File: config.mk
export PLATFORM = sky130hd
export DESIGN_NAME = wdog_keyed
export DESIGN_NICKNAME = d
export VERILOG_FILES = /design/src/rtl/wdog_pkg.sv /design/src/rtl/wdog_prescaler.sv /design/src/rtl/wdog_regs.sv /design/src/rtl/wdog_counter.sv /design/src/rtl/wdog_keyed.sv
export SDC_FILE = /design/constraint.sdc
export NUM_CORES = 1
export LEC_CHECK = 0
export BUFFER_PORTS_ARGS = -buffer_cell sky130_fd_sc_hd__buf_2
export CAP_MARGIN = 20
export CORE_MARGIN = 3
export CORE_UTILIZATION = 50
export CTS_BUF_LIST = sky130_fd_sc_hd__clkbuf_8
export CTS_CLUSTER_DIAMETER = 150
export DETAILED_ROUTE_END_ITERATION = 8
export PLACE_DENSITY = 0.81
export SYNTH_ARGS = -nofsm -noshare
export SYNTH_HDL_FRONTEND = slang
export SYNTH_SLANG_ARGS = --single-unit
File: constraint.sdc
create_clock -name clk -period 3.25 [get_ports clk]
set_input_delay 0.325 -clock clk [delete_from_list [all_inputs] [get_ports clk]]
set_output_delay 0.325 -clock clk [all_outputs]
set_load 0.02 [all_outputs]
File: src/rtl/wdog_pkg.sv
package wdog_pkg;
  localparam int unsigned ADDR_W  = 8;
  localparam int unsigned DATA_W  = 32;
  localparam int unsigned HALFS_W = 6;

  localparam logic [ADDR_W-1:0] OFS_KICK = 8'h10;
  localparam logic [ADDR_W-1:0] OFS_CFG  = 8'h14;
  localparam logic [ADDR_W-1:0] OFS_MODE = 8'h18;
  localparam logic [11:0]       KICK_KEY = 12'hA57;
  localparam int unsigned       STAT_BIT = 4;

  typedef enum logic [1:0] {
    ACT_NONE  = 2'b00,
    ACT_RESET = 2'b01,
    ACT_IRQ   = 2'b10,
    ACT_IDLE  = 2'b11
  } expiry_act_e;

  // Interval in half-second units for a 4-bit code.
  function automatic logic [HALFS_W-1:0] code_to_halves(input logic [3:0] code);
    logic [3:0] step;
    step = code - 4'd7;
    if (code == 4'd0)       return HALFS_W'(1);
    else if (code <= 4'd6)  return {1'b0, code, 1'b0};
    else if (code <= 4'hB)  return HALFS_W'(16) + {step, 2'b00};
    else                    return HALFS_W'(32);
  endfunction
endpackage

File: src/rtl/wdog_prescaler.sv
module wdog_prescaler #(
  parameter int unsigned HALF = 100
) (
  input  logic clk,
  input  logic rst_n,
  input  logic clr,
  input  logic run,
  output logic tick
);
  localparam int unsigned PW = (HALF > 1) ? $clog2(HALF) : 1;
  localparam logic [PW-1:0] LAST = PW'(HALF - 1);

  logic [PW-1:0] phase;

  always_ff @(posedge clk) begin
    if (!rst_n)                   phase <= '0;
    else if (clr || !run)         phase <= '0;
    else if (phase == LAST)       phase <= '0;
    else                          phase <= phase + 1'b1;
  end

  assign tick = run && (phase == LAST);
endmodule

File: src/rtl/wdog_regs.sv
module wdog_regs
  import wdog_pkg::*;
(
  input  logic              clk,
  input  logic              rst_n,
  input  logic [ADDR_W-1:0] bus_addr,
  input  logic [DATA_W-1:0] bus_wdata,
  input  logic              bus_we,
  input  logic              expire,
  output logic [DATA_W-1:0] bus_rdata,
  output expiry_act_e       action,
  output logic [3:0]        load_code,
  output logic              enabled,
  output logic              load,
  output logic              stop,
  output logic              status
);
  logic       wr_kick, wr_cfg, wr_mode, key_ok, en_rise;
  logic [3:0] code_q;

  assign wr_kick = bus_we && (bus_addr == OFS_KICK);
  assign wr_cfg  = bus_we && (bus_addr == OFS_CFG);
  assign wr_mode = bus_we && (bus_addr == OFS_MODE);

  assign key_ok  = wr_kick && bus_wdata[0] && (bus_wdata[12:1] == KICK_KEY);
  assign en_rise = wr_mode && bus_wdata[0] && !enabled;
  assign load    = (key_ok && enabled) || en_rise;
  assign stop    = wr_mode && !bus_wdata[0];
  // An enable rise uses the code written with it; a kick uses the stored one.
  assign load_code = wr_mode ? bus_wdata[7:4] : code_q;

  always_ff @(posedge clk) begin
    if (!rst_n) begin
      action  <= ACT_NONE;
      code_q  <= '0;
      enabled <= 1'b0;
      status  <= 1'b0;
    end else begin
      if (wr_cfg)  action <= expiry_act_e'(bus_wdata[1:0]);
      if (wr_mode) begin
        enabled <= bus_wdata[0];
        code_q  <= bus_wdata[7:4];
      end
      // A new event wins over a clear in the same cycle.
      if (expire && (action == ACT_IRQ))       status <= 1'b1;
      else if (wr_cfg && bus_wdata[STAT_BIT])  status <= 1'b0;
    end
  end

  always_comb begin
    bus_rdata = '0;
    unique case (bus_addr)
      OFS_CFG: begin
        bus_rdata[1:0]      = action;
        bus_rdata[STAT_BIT] = status;
      end
      OFS_MODE: begin
        bus_rdata[0]   = enabled;
        bus_rdata[7:4] = code_q;
      end
      default: bus_rdata = '0;
    endcase
  end
endmodule

File: src/rtl/wdog_counter.sv
module wdog_counter
  import wdog_pkg::*;
(
  input  logic               clk,
  input  logic               rst_n,
  input  logic               load,
  input  logic               stop,
  input  logic [HALFS_W-1:0] halves,
  input  logic               tick,
  output logic [HALFS_W-1:0] cnt,
  output logic               armed,
  output logic               expire
);
  assign expire = armed && tick && (cnt == HALFS_W'(1));

  always_ff @(posedge clk) begin
    if (!rst_n) begin
      cnt   <= '0;
      armed <= 1'b0;
    end else if (stop) begin
      cnt   <= '0;
      armed <= 1'b0;
    end else if (load) begin
      cnt   <= halves;
      armed <= 1'b1;
    end else if (expire) begin
      cnt   <= '0;
      armed <= 1'b0;
    end else if (armed && tick) begin
      cnt   <= cnt - 1'b1;
    end
  end
endmodule

File: src/rtl/wdog_keyed.sv
module wdog_keyed
  import wdog_pkg::*;
#(
  parameter int unsigned CLK_HZ = 200,
  parameter int unsigned RST_W  = 4
) (
  input  logic        clk,
  input  logic        rst_n,
  input  logic [7:0]  bus_addr,
  input  logic [31:0] bus_wdata,
  input  logic        bus_we,
  output logic [31:0] bus_rdata,
  output logic        sys_rst_pulse,
  output logic        irq
);
  localparam int unsigned HALF = CLK_HZ / 2;
  localparam int unsigned PCW  = $clog2(RST_W + 1);

  expiry_act_e        action;
  logic [3:0]         load_code;
  logic               enabled, load, stop, status;
  logic               tick, expire, armed;
  logic [HALFS_W-1:0] cnt;
  logic [PCW-1:0]     pulse_left;

  wdog_regs u_regs (
    .clk(clk), .rst_n(rst_n), .bus_addr(bus_addr), .bus_wdata(bus_wdata),
    .bus_we(bus_we), .expire(expire), .bus_rdata(bus_rdata), .action(action),
    .load_code(load_code), .enabled(enabled), .load(load), .stop(stop),
    .status(status)
  );

  wdog_prescaler #(.HALF(HALF)) u_pre (
    .clk(clk), .rst_n(rst_n), .clr(load), .run(armed), .tick(tick)
  );

  wdog_counter u_cnt (
    .clk(clk), .rst_n(rst_n), .load(load), .stop(stop),
    .halves(code_to_halves(load_code)), .tick(tick),
    .cnt(cnt), .armed(armed), .expire(expire)
  );

  always_ff @(posedge clk) begin
    if (!rst_n)                                pulse_left <= '0;
    else if (expire && (action == ACT_RESET))  pulse_left <= PCW'(RST_W);
    else if (pulse_left != '0)                 pulse_left <= pulse_left - 1'b1;
  end

  assign sys_rst_pulse = (pulse_left != '0);
  assign irq           = status;

  // the count only grows on a load from a keyed kick or an enable rise
  a_r2_grow_needs_load: assert property (@(posedge clk) disable iff (!rst_n)
    (cnt > $past(cnt)) |-> $past(load));

  // a disabling mode write always leaves the counter disarmed
  a_r5_stop_disarms: assert property (@(posedge clk) disable iff (!rst_n)
    (bus_we && bus_addr == OFS_MODE && !bus_wdata[0]) |=> !armed);

  // a reset pulse only starts under the reset action
  a_r7_pulse_needs_action: assert property (@(posedge clk) disable iff (!rst_n)
    $rose(sys_rst_pulse) |-> ($past(action) == ACT_RESET));

  // the interrupt only drops after a write of 1 to the status bit
  a_r8_irq_w1c_only: assert property (@(posedge clk) disable iff (!rst_n)
    $fell(irq) |-> $past(bus_we && bus_addr == OFS_CFG && bus_wdata[STAT_BIT]));
endmodule

# Word-level counts from Yosys, hierarchy flattened
# Index checks and enable logic that the tools add are counted.
# W data, S select, Z words.
[totals]
in_bits = 43
elab_cells = 71
ff_bits = 25
[classes]
reduce_logical = 29
bitwise_logic = 1
order_cmp = 2
eq_ne = 8
n_addsub = 5
mux = 17
[op_table]
columns = ["operator", "count"]
rows = [
  ["$mux W6", 6],
  ["$eq A8 B5 Y1 const B", 3],
  ["$logic_and A1 B1 Y1", 15],
  ["$eq A12 B12 Y1 const B", 1],
  ["$mux W3", 3],
  ["$add A7 B1 Y7 const B", 1],
  ["$eq A7 B7 Y1 const B", 1],
  ["$add A5 B6 Y6 const A", 1],
  ["$eq A6 B1 Y1 const B", 1],
  ["$reduce_bool A2 Y1", 3],
  ["$reduce_bool A3 Y1", 2],
  ["$sub A6 B1 Y6 const B", 1],
  ["$mux W1", 5],
  ["$le A4 B3 Y1 const B", 1],
  ["$le A4 B4 Y1 const B", 1],
  ["$logic_not A4 Y1", 1],
  ["$mux W4", 1],
  ["$pmux W1 S2", 2],
  ["$reduce_or A2 Y1", 2],
  ["$sub A4 B3 Y4 const B", 1],
  ["$logic_not A1 Y1", 3],
  ["$reduce_or A3 Y1", 1],
  ["$sub A3 B1 Y3 const B", 1],
  ["$eq A2 B1 Y1 const B", 1],
  ["other kinds (3)", 4],
]

# Depth between registers and ports, before layout
# Gate-level depths: netlist (run 1).
[logic_depth]
depth_word = 9
mapped_depth = 12
ltp_nobuf = 11

# Modules after synthesis
# A second synthesis (run 1) with hierarchy kept.
[hier_totals]
cells_unflattened = 216
hier_area_um2 = 1844.3
[by_module_without_submodules]
columns = ["mod", "instances", "area_per_inst_um2", "cells_each", "seq_area_each_um2"]
rows = [
  ["wdog_regs", 1, 755.7, 92, 160.2],
  ["wdog_counter", 1, 450.4, 53, 140.1],
  ["wdog_keyed", 1, 347.8, 40, 60.1],
  ["wdog_prescaler", 1, 290.3, 31, 140.1],
]

# Worst setup path after synthesis (run 1)
# Ideal clock, no wire load.
[synth_path]
kind = "input to register"
startpoint = "input bus_addr[7]"
endpoint = "register u_cnt.cnt[5]"
stages = 11
arrival_time_ns = 2.335
path_buffers = 1
setup_ns = 0.143
setup_slack_ns = 0.773
cell_sequence = "nor4b_2 -> nand3_1 -> buf_6 -> mux2i_1 -> inv_1 -> ha_1 -> a21o_1 -> a21oi_1 -> nor3_1 -> a2111oi_0 -> a211oi_1"
[synth_between]
elab_chain_cells = 9
word_cells_on_any_way = 23
classes_between = "add/sub (2); order compare (2); eq/ne (2); mux (5); reduce/logical (12)"
[synth_rtl]
columns = ["element", "line", "text"]
rows = [
  ["start: declaration", "wdog_keyed.sv:9", "input logic [7:0] bus_addr,"],
  ["$eq A8 B5 Y1 (*)", "wdog_regs.sv:23", "assign wr_mode = bus_we && (bus_addr == OFS_MODE);"],
  ["$logic_and A1 B1 Y1 (*)", "wdog_regs.sv:23", ""],
  ["$mux W4 (*)", "wdog_regs.sv:30", "assign load_code = wr_mode ? bus_wdata[7:4] : code_q;"],
  ["named net load_code[0]", "wdog_keyed.sv:20", "logic [3:0] load_code;"],
  ["$sub A4 B3 Y4", "wdog_pkg.sv:22", "step = code - 4'd7;"],
  ["$add A5 B6 Y6", "wdog_pkg.sv:25", "else if (code <= 4'hB) return HALFS_W'(16) + {step, 2'b00};"],
  ["$mux W6", "wdog_pkg.sv:25", ""],
  ["$mux W6", "wdog_pkg.sv:24", "else if (code <= 4'd6) return {1'b0, code, 1'b0};"],
  ["$mux W6 (*)", "wdog_pkg.sv:23", "if (code == 4'd0) return HALFS_W'(1);"],
  ["$mux W6 (*)", "wdog_counter.sv:23", "end else if (load) begin"],
  ["end signal: assignment", "wdog_counter.sv:24", "cnt <= halves;"],
  ["end signal: assignment", "wdog_counter.sv:30", "cnt <= cnt - 1'b1;"],
  ["end: declaration", "wdog_counter.sv:10", "output logic [HALFS_W-1:0] cnt,"],
]
# The timed path passes the listed nets; every way through them passes the cells marked *.
# A chain may end at the register's enable or synchronous reset.

# Final worst setup path (run 1)
[layout_path]
startpoint = "input bus_addr[2]"
endpoint = "register u_cnt.cnt[5]"
[layout_between]
elab_chain_cells = 9
word_cells_on_any_way = 23
classes_between = "add/sub (2); order compare (2); eq/ne (2); mux (5); reduce/logical (12)"
[layout_rtl]
columns = ["element", "line"]
rows = [
  ["$eq A8 B5 Y1", "wdog_regs.sv:23"],
  ["$logic_and A1 B1 Y1", "wdog_regs.sv:23"],
  ["$mux W4", "wdog_regs.sv:30"],
  ["$sub A4 B3 Y4", "wdog_pkg.sv:22"],
  ["$add A5 B6 Y6", "wdog_pkg.sv:25"],
  ["$mux W6", "wdog_pkg.sv:25"],
  ["$mux W6", "wdog_pkg.sv:24"],
  ["$mux W6", "wdog_pkg.sv:23"],
  ["$mux W6", "wdog_counter.sv:23"],
]
# Several ways; a longest one is shown, not always the timed one.

==> impl_metrics.yaml, run 1 <==
outcome:
  status: "complete, no violations"
setup_path:
  critPathArrivalTime_ps: 2720
  worstSetupPathType: "in -> reg"
  required_ps: 3370
  cp-start-kind: "input pin"
  critPathMaxFanout: 6
  worst_setup_path_end_kind: "register"
yosys:
  synth_top_area_share_pct: 26.1
  synthTopCellsByArea: "dfxtp_1, buf_4, mux2i_1, ha_1, nor2_1"
  synth_cell_types: 50
  synth_seq_area_share_pct: 26.1
  synth_area_um2: 1920
  syn_area_per_cell_um2: 8.14
  synth.ff_latch_count: 25
  synth_area_leader_cell: "dfxtp_1"
  ys.warnings.count: 0
  synth_cells: 236
final_layout:
  fill_cells: 337
  antenna_cells: 0
  layout_common_cells: "buf_2, conb_1, dfxtp_1"
  drive_gt1_share_pct: 17.2
  mostFrequentLayoutCell: "buf_2"
  ff_latch_area_um2: 500
  final_util_pct: 58.4
  nets: 320
  synthToLayoutAreaGrowth_pct: 7.10
  multi_input_area_um2: 1210
clocking:
  hold_buffers: 0
  cts-root-to-sink-buffers: 2
  root_buffer: "clkbuf_8"
  cts-resized-gates: 0
  clock_latency_ps: 280
  cts_tree: "yes"
  clk_pin_slew_ps: 90
  cts_setup_buffers: 0
  clock_sinks: 25
  cts_max_level: 1
  cts_buffers: 3
flow_run:
  maxCapViolCount: 0
sta:
  worst_pin_slew_ps: 1090
  fin_crit_sh_pct: 80.1
  fin_skew_ps: 1.09
  setup_viol: 0
  max_clock_freq_ghz: 0.384
  rsz0062_at_grt: "no"
  tns_ps: 0
  slew_headroom_pct: 27.1
  slew_viol_final: 0
  period_needed_ps: 2600
  finalHoldViolCount: 0
drt:
  drtAntennaViolNets: 0
  viasPerCell: 5.47
  routedWlPerCell_um: 13.0
  vias: 1713
  routed_wirelength_um: 4070
  drc: 0
  drtIter0Drc: 64
  drt-pass1-iter-count: 6
placed_design:
  gp_congestion: 0.949
  io_buffers: 31
  hpwl_um: 3070
grt:
  antenna_found_initial: 0
  grt_pass1_wl_um: 6780
  grt_pass1_vias: 1523
  gr-usage-all-layers_pct: 19.1
  grt-ovfl-total: 0
  grt_max_degree: 16
floorplanning:
  start_util_pct: 54.5
  die_area_um2: 4620
  ios: 77
  num_rows: 21
  core_um2: 3520
  die_h_um: 68.0
  die_x_um: 68.0
pwr:
  p_per_area_nw_per_um2: 328
  ir_worst_vdd_mv: 0.257
  p_leak_nw: 0.918
hold_path:
  worstHoldPathType: "in -> reg"
## state kept, by name, indices dropped and copies added (netlist names)
signal / count
pulse_left: 3
u_cnt.armed: 1
u_cnt.cnt: 6
u_pre.phase: 7
u_regs.action: 2
u_regs.code_q: 4
u_regs.enabled: 1
u_regs.status: 1
## metrics by stage
stage / worst slack (ps) / power, mW / hold slack [ps] / area [µm²] / instances
final: 646 / 0.675 / 313 / 2060 / 313
after global routing: 442 / 0.715 / 315 / 2060 / 313
after CTS: 713 / 0.680 / 308 / 2060 / 313
after detailed placement: 431 / 0.483 / 438 / 2010 / 309
after global placement: 450 / 0.479 / 431 / 2010 / 309
after floorplan: 773 / 0.466 / 418 / 2010 / 261
## worst max-delay path, stage by stage
cell and delay (ps):
buf_2 120, nor4b_1 380, nand3_1 210, buf_4 210
mux2i_1 190, buf_4 160, ha_1 240, nand3b_1 190
a21oi_1 60, a2111oi_0 530, a211oi_1 100
## path summary, 6_finish.rpt
kind | from | end | slack (ps) | cells after the start
max | bus_addr[2] | u_cnt.cnt[5] | 650 | 11
min | bus_wdata[1] | u_regs.action[1] | 310 | 3
max reg2reg | u_regs.code_q[1] | u_cnt.cnt[5] | 1200 | 8
min reg2reg | u_pre.phase[0] | u_pre.phase[0] | 450 | 1
## cell families after synthesis
logic type	share of synthesized area, %
fa+ha+maj	5.86
other cells	0.195
simple gates	27.0
mux	7.95
buf+inv	15.9
compound gates	13.8
flops	26.1
xor+xnor	3.19
## per-layer routing
| metal | wire, µm | GRT usage [%] | part of all wire [%] | vias to the layer above |
|---|---|---|---|---|
| met5 | 0 | 0 | 0 | - |
| met4 | 88 | 9.43 | 2.2 | 0 |
| met3 | 217 | 4.11 | 5.3 | 9 |
| met2 | 2010 | 33.2 | 49 | 62 |
| met1 | 1750 | 22.0 | 43 | 802 |
| li1 | - | - | - | 840 |
## synth_stat cells, drive strengths merged
cell     count
a21o         2
a21boi       2
nor4b        3
ha           9
dfxtp       25
a311oi       1
and2         3
a2111oi      1
nor4bb       1
o211ai       1
a31oi        1
xor2         3
nand2b       2
inv         15
clkbuf       2
buf         31
and4bb       1
and3         3
nand3        6
o21ai       13
conb         1
nor2        20
nor3b        2
nor2b       10
o21bai       1
or4bb        2
nand3b       3
nor4         3
xnor2        4
o2111ai      1
and3b        1
a21oi       14
a22o         2
nand4b       2
mux2i       13
mux2         2
o31a         1
or4b         2
nand2       12
nor3         7
a211oi       2
nand4        5
o21a         1
## power breakdown
part | switching [mW] | total [mW] | leakage, nW | internal (mW)
combinational | 0.0999 | 0.155 | 0.695 | 0.0547
clock | 0.110 | 0.198 | 0.0217 | 0.0873
sequential | 0.00561 | 0.322 | 0.202 | 0.317
total | 0.216 | 0.675 | 0.918 | 0.459
## area by class of cell
class	instances	share of cell area, %
clock buffers	3	2.01
well taps	46	2.80
clock inverters	1	0.365
repair buffers	35	9.00
multi-input cells	188	58.8
flip-flops and latches	25	24.3
inverters	15	2.74
(Power assumes the default switching activity.)
==> run 2: changes to the inputs <==
clock period = 2.5 ns   (was 3.25 ns; I/O delays follow)
==> impl_metrics.yaml, run 2 (synthesized netlist as in run 1, its figures left out) <==
setup_path:
  critPathArrivalTime_ps: 2440
  crit_family: "compound AO/OA/AOI/OAI gates"
  required_ps: 2640
  rr_worst_depth: 8
  worstSetupPathType: "in -> reg"
  crit-reg2reg-capture: "u_cnt.cnt[5]"
  worst_setup_path_end_kind: "register"
  cp_common_cell: "a21oi_1"
  critPathMaxFanout: 6
  critPathSlowestCell: "a2111oi_1"
  crit_chain: "buf_2 > nor4b_1 > nand3_1 > buf_4 > a21oi_1 > inv_1 > ha_1 > a21o_1 > a21oi_1 > nor3_1 > a2111oi_1 > a211oi_1"
  path_buf_inv: 3
  crit_start: "bus_addr[2]"
  cp-start-kind: "input pin"
  r2r-start: "u_regs.code_q[0]"
  r2r_slack_ps: 590
  slowest_delay_ps: 380
drt:
  drtIter0Drc: 47
  drt-pass1-iter-count: 4
  drtAntennaViolNets: 0
  routedWlPerCell_um: 12.5
  drc: 0
  routed_wirelength_um: 4040
  vias: 1697
  viasPerCell: 5.24
floorplanning:
  core_um2: 3520
  die_h_um: 68.0
  ios: 77
  die_area_um2: 4620
  die_x_um: 68.0
  start_util_pct: 54.5
  num_rows: 21
pwr:
  p_per_area_nw_per_um2: 408
  p_leak_nw: 0.969
  total_power_mw: 0.874
  ir_worst_vdd_mv: 0.339
placed_design:
  io_buffers: 31
  post_dp_cell_area_um2: 2080
  hpwl_um: 3120
  place_ws_ps: -128
  gp_congestion: 0.905
sta:
  period_needed_ps: 2300
  fin_ws_ps: 197
  slew_viol_final: 0
  worst_pin_slew_ps: 579
  fin_skew_ps: 4.18
  finalHoldViolCount: 0
  tns_ps: 0
  setup_viol: 0
  slew_headroom_pct: 61.1
  fin_crit_sh_pct: 92.1
  max_clock_freq_ghz: 0.434
hold_path:
  min_path_cells: 3
  hold_end: "u_regs.action[1]"
  min_from: "bus_wdata[1]"
  worstHoldPathType: "in -> reg"
final_layout:
  antenna_cells: 0
  layout_common_cells: "buf_2, conb_1, dfxtp_1"
  drive_gt1_share_pct: 20.5
  multi_input_area_um2: 1210
  synthToLayoutAreaGrowth_pct: 11.5
  final_area_um2: 2140
  ff_latch_area_um2: 500
  reg.largest.list: "u_pre.phase (7), u_cnt.cnt (6), u_regs.code_q (4)"
  final_util_pct: 60.8
  regMostFlops: "u_pre.phase"
  fill_cells: 328
  nets: 331
  mostFrequentLayoutCell: "buf_2"
  largest_reg_flops: 7
grt:
  antenna_found_initial: 0
  grt_pass1_wl_um: 6640
  gr-usage-all-layers_pct: 18.2
  grt_max_degree: 16
  grt-ovfl-total: 0
  grt_pass1_vias: 1580
clocking:
  cts-root-to-sink-buffers: 2
  cts_buffers: 3
  root_buffer: "clkbuf_8"
  cts_tree: "yes"
  cts_max_level: 1
  clock_sinks: 25
  hold_buffers: 0
  clock_latency_ps: 270
  clk_pin_slew_ps: 90
flow_run:
  maxCapViolCount: 0
outcome:
  status: "complete, no violations"
## run 2: changes by cell type in the layout (fill, tap and decap cells not counted), sizes merged
cell and change:
buf +11
## run 2: worst register-to-register path: cells and delay by family, from the launching register on
family	cells	cell delay [ps]
AOI/OAI and AO/OA	4	780
DFF	1	380
adders and majority gates	1	280
muxes	1	210
buffers and inverters	1	70
and+or+nand+nor	1	60
## run 2: worst max-delay path by stage
| stage | end | depth (start not counted) |
|---|---|---|
| finish | u_cnt.cnt[5] | 12 |
| global route | u_cnt.cnt[5] | 12 |
| CTS | u_cnt.cnt[5] | 11 |
| detailed placement | u_cnt.cnt[5] | 11 |
| global placement | u_cnt.cnt[5] | 11 |
| floorplan | u_cnt.cnt[5] | 11 |
## run 2: layer usage
layer / routed length (µm) / vias up / GRT usage, %
li1: - / 860 / -
met1: 1660 / 774 / 21.2
met2: 2090 / 61 / 33.6
met3: 281 / 2 / 4.60
met4: 10 / 0 / 3.47
met5: 0 / - / 0
## run 2: cell type report
class	count	share of cell area, %
clock buffers	3	1.93
clock inverters	1	0.351
inverters	15	2.63
multi-input cells	188	56.5
flip-flops and latches	25	23.4
well taps	46	2.69
repair buffers	46	12.5
## run 2: report_power, final
| group | internal [mW] | switching, mW | total (mW) | leakage [nW] |
|---|---|---|---|---|
| registers | 0.412 | 0.00711 | 0.419 | 0.202 |
| clock network | 0.113 | 0.134 | 0.247 | 0.0217 |
| logic | 0.0737 | 0.134 | 0.208 | 0.745 |
| total | 0.599 | 0.275 | 0.874 | 0.969 |
## run 2: stage by stage
step / hold WS [ps] / cells
6_report: 242 / 324
5_1_grt: 273 / 324
4_1_cts: 238 / 322
3_5_place_dp: 449 / 318
3_3_place_gp: 432 / 318
2_1_floorplan: 416 / 261
## run 2: timing repair
action	in CTS	in global routing
setup endpoints to repair	0	1
endpoints found under the hold margin	0	0
resized for setup	0	1
setup buffers	0	2
==> run 3: changes to the inputs <==
CAP_MARGIN = 10   (was 20)
PLACE_DENSITY = 0.82   (was 0.81)
SYNTH_HIERARCHICAL = 1   (was unset)
==> impl_metrics.yaml, run 3 <==
outcome:
  status: "complete, no violations"
final_layout:
  mostFrequentLayoutCell: "buf_2"
  synthToLayoutAreaGrowth_pct: 11.5
  largest_reg_flops: 7
  nets: 309
  fill_cells: 330
  layout_common_cells: "buf_2, conb_1, dfxtp_1"
  reg.largest.list: "u_pre/phase (7), u_cnt/cnt (6), u_regs/code_q (4)"
  regMostFlops: "u_pre/phase"
  antenna_cells: 0
  drive_gt1_share_pct: 23.0
yosys:
  synth_area_leader_cell: "dfxtp_1"
  ys.flop_type: "dfxtp_1"
  synthTopCellsByArea: "dfxtp_1, buf_4, ha_1, mux2i_1, nand2_1"
  ys.warnings.count: 6
  synth_cells: 216
  synth_top_area_share_pct: 27.1
  syn_area_per_cell_um2: 8.54
  ys_async_sr_fraction_pct: 0
  synth-edff-count: 0
  synth_cell_types: 54
  yosysMostFrequentCell: "buf_4"
  synthTopCellsByCount: "buf_4, dfxtp_1, nand2_1"
  synth_seq_area_share_pct: 27.1
  synth.ff_latch_count: 25
  synth_area_um2: 1840
sta:
  fin_skew_ps: 4.45
  fin_crit_sh_pct: 84.6
  setup_viol: 0
  slew_headroom_pct: 66.1
  finalHoldViolCount: 0
  period_needed_ps: 2110
  max_clock_freq_ghz: 0.473
  holdWs_ps: 232
  slew_viol_final: 0
  rsz0062_at_grt: "no"
  worst_pin_slew_ps: 506
  tns_ps: 0
setup_path:
  crit_start: "bus_addr[5]"
  worst_setup_path_end_kind: "register"
  r2r_slack_ps: 390
  crit-reg2reg-capture: "u_cnt/cnt[4]"
  cp-endpoint: "u_cnt/cnt[4]"
  required_ps: 2660
  rr_worst_depth: 7
  r2r-start: "u_pre/phase[0]"
  cp-start-kind: "input pin"
  worstSetupPathType: "in -> reg"
  critPathMaxFanout: 3
  critPathArrivalTime_ps: 2270
clocking:
  hold_buffers: 0
  root_buffer: "clkbuf_8"
  clk_pin_slew_ps: 90
  clock_sinks: 25
  cts_max_level: 1
  cts_buffers: 3
  clock_latency_ps: 270
  cts-root-to-sink-buffers: 2
  cts_tree: "yes"
  cts-resized-gates: 0
  cts_setup_buffers: 0
grt:
  grt_max_degree: 21
  grt_pass1_wl_um: 6350
  antenna_found_initial: 0
  grt_pass1_vias: 1505
  grt-ovfl-total: 0
  gr-usage-all-layers_pct: 17.7
drt:
  vias: 1571
  drc: 0
  drtAntennaViolNets: 0
  routed_wirelength_um: 3560
  routedWlPerCell_um: 11.8
  viasPerCell: 5.20
  drt-pass1-iter-count: 4
  drtIter0Drc: 66
placed_design:
  io_buffers: 31
  hpwl_um: 2880
  gp_congestion: 0.815
floorplanning:
  start_util_pct: 53.6
  ios: 77
  die_x_um: 66.7
  die_h_um: 66.7
  core_um2: 3440
  num_rows: 21
  die_area_um2: 4450
flow_run:
  maxCapViolCount: 0
pwr:
  p_leak_nw: 0.950
  p_per_area_nw_per_um2: 410
  ir_worst_vdd_mv: 0.296
hold_path:
  worstHoldPathType: "in -> reg"
## run 3: cell types whose count changed in the layout (fill, tap and decap cells not counted), sizes merged, moves of 6 or more
cell	delta
a21oi	-7
buf	-6
nor2b	-7
nand2	+7
## run 3: through the flow
stage	util (%)	setup slack, ps	instance area [µm²]	cells	power, mW
final	59.8	385	2060	302	0.843
after floorplan	-	189	1940	241	0.592
after global routing	59.8	119	2060	302	0.895
after global placement	58.3	167	2010	298	0.606
after CTS	59.8	357	2060	302	0.855
after detailed placement	58.3	121	2010	298	0.613
## run 3: routing by layer
metal | track usage, % | vias to the layer above | share of wire (%)
met5 | 0 | - | 0
met4 | 2.28 | 0 | 0.37
met3 | 3.54 | 2 | 5.0
met2 | 32.4 | 37 | 51
met1 | 21.7 | 735 | 43
li1 | - | 797 | -
## run 3: worst max-delay path, stage by stage
cell and delay, ps:
buf_2 110, nor4b_4 340, nand4_2 190, mux2_2 340, inv_1 110, ha_1 190
and3b_4 210, a22o_1 200, or2b_1 220, o311a_1 110
## run 3: area by class of cell
type | count | area [µm²] | area share [%]
timing repair buffer | 40 | 223 | 10.8
clock buffer | 3 | 41.3 | 2.01
sequential | 25 | 500 | 24.3
multi-input combinational | 173 | 1170 | 57.1
inverter | 14 | 52.6 | 2.55
tap | 46 | 57.6 | 2.80
clock inverter | 1 | 7.51 | 0.365
## run 3: worst min path at each step
stage                     cells after the start               end            from  slack (ps)
final                                         3  u_regs/action[1]    bus_wdata[1]         230
after global routing                          3  u_regs/action[1]    bus_wdata[1]         230
after CTS                                     3  u_regs/action[1]    bus_wdata[1]         220
after detailed placement                      1    u_pre/phase[0]  u_pre/phase[0]         450
after global placement                        1    u_pre/phase[0]  u_pre/phase[0]         430
after floorplan                               2  u_regs/action[1]    bus_wdata[1]         390
## run 3: cells by family (layout without fill, tap and decap cells)
group | Yosys count | in the layout | share of synthesized area, %
xor+xnor | 6 | 6 | 2.85
compound gates | 35 | 35 | 13.6
fa+ha+maj | 9 | 9 | 6.11
simple gates | 85 | 85 | 29.0
mux | 12 | 12 | 6.78
buf+inv | 43 | 58 | 14.2
other cells | 1 | 26 | 0.203
flops | 25 | 25 | 27.1
## run 3: where the power goes
| group | total, mW | internal (mW) | switching (mW) | leakage (nW) |
|---|---|---|---|---|
| clock network | 0.240 | 0.113 | 0.128 | 0.0217 |
| registers | 0.418 | 0.411 | 0.00687 | 0.202 |
| logic | 0.185 | 0.0718 | 0.113 | 0.726 |
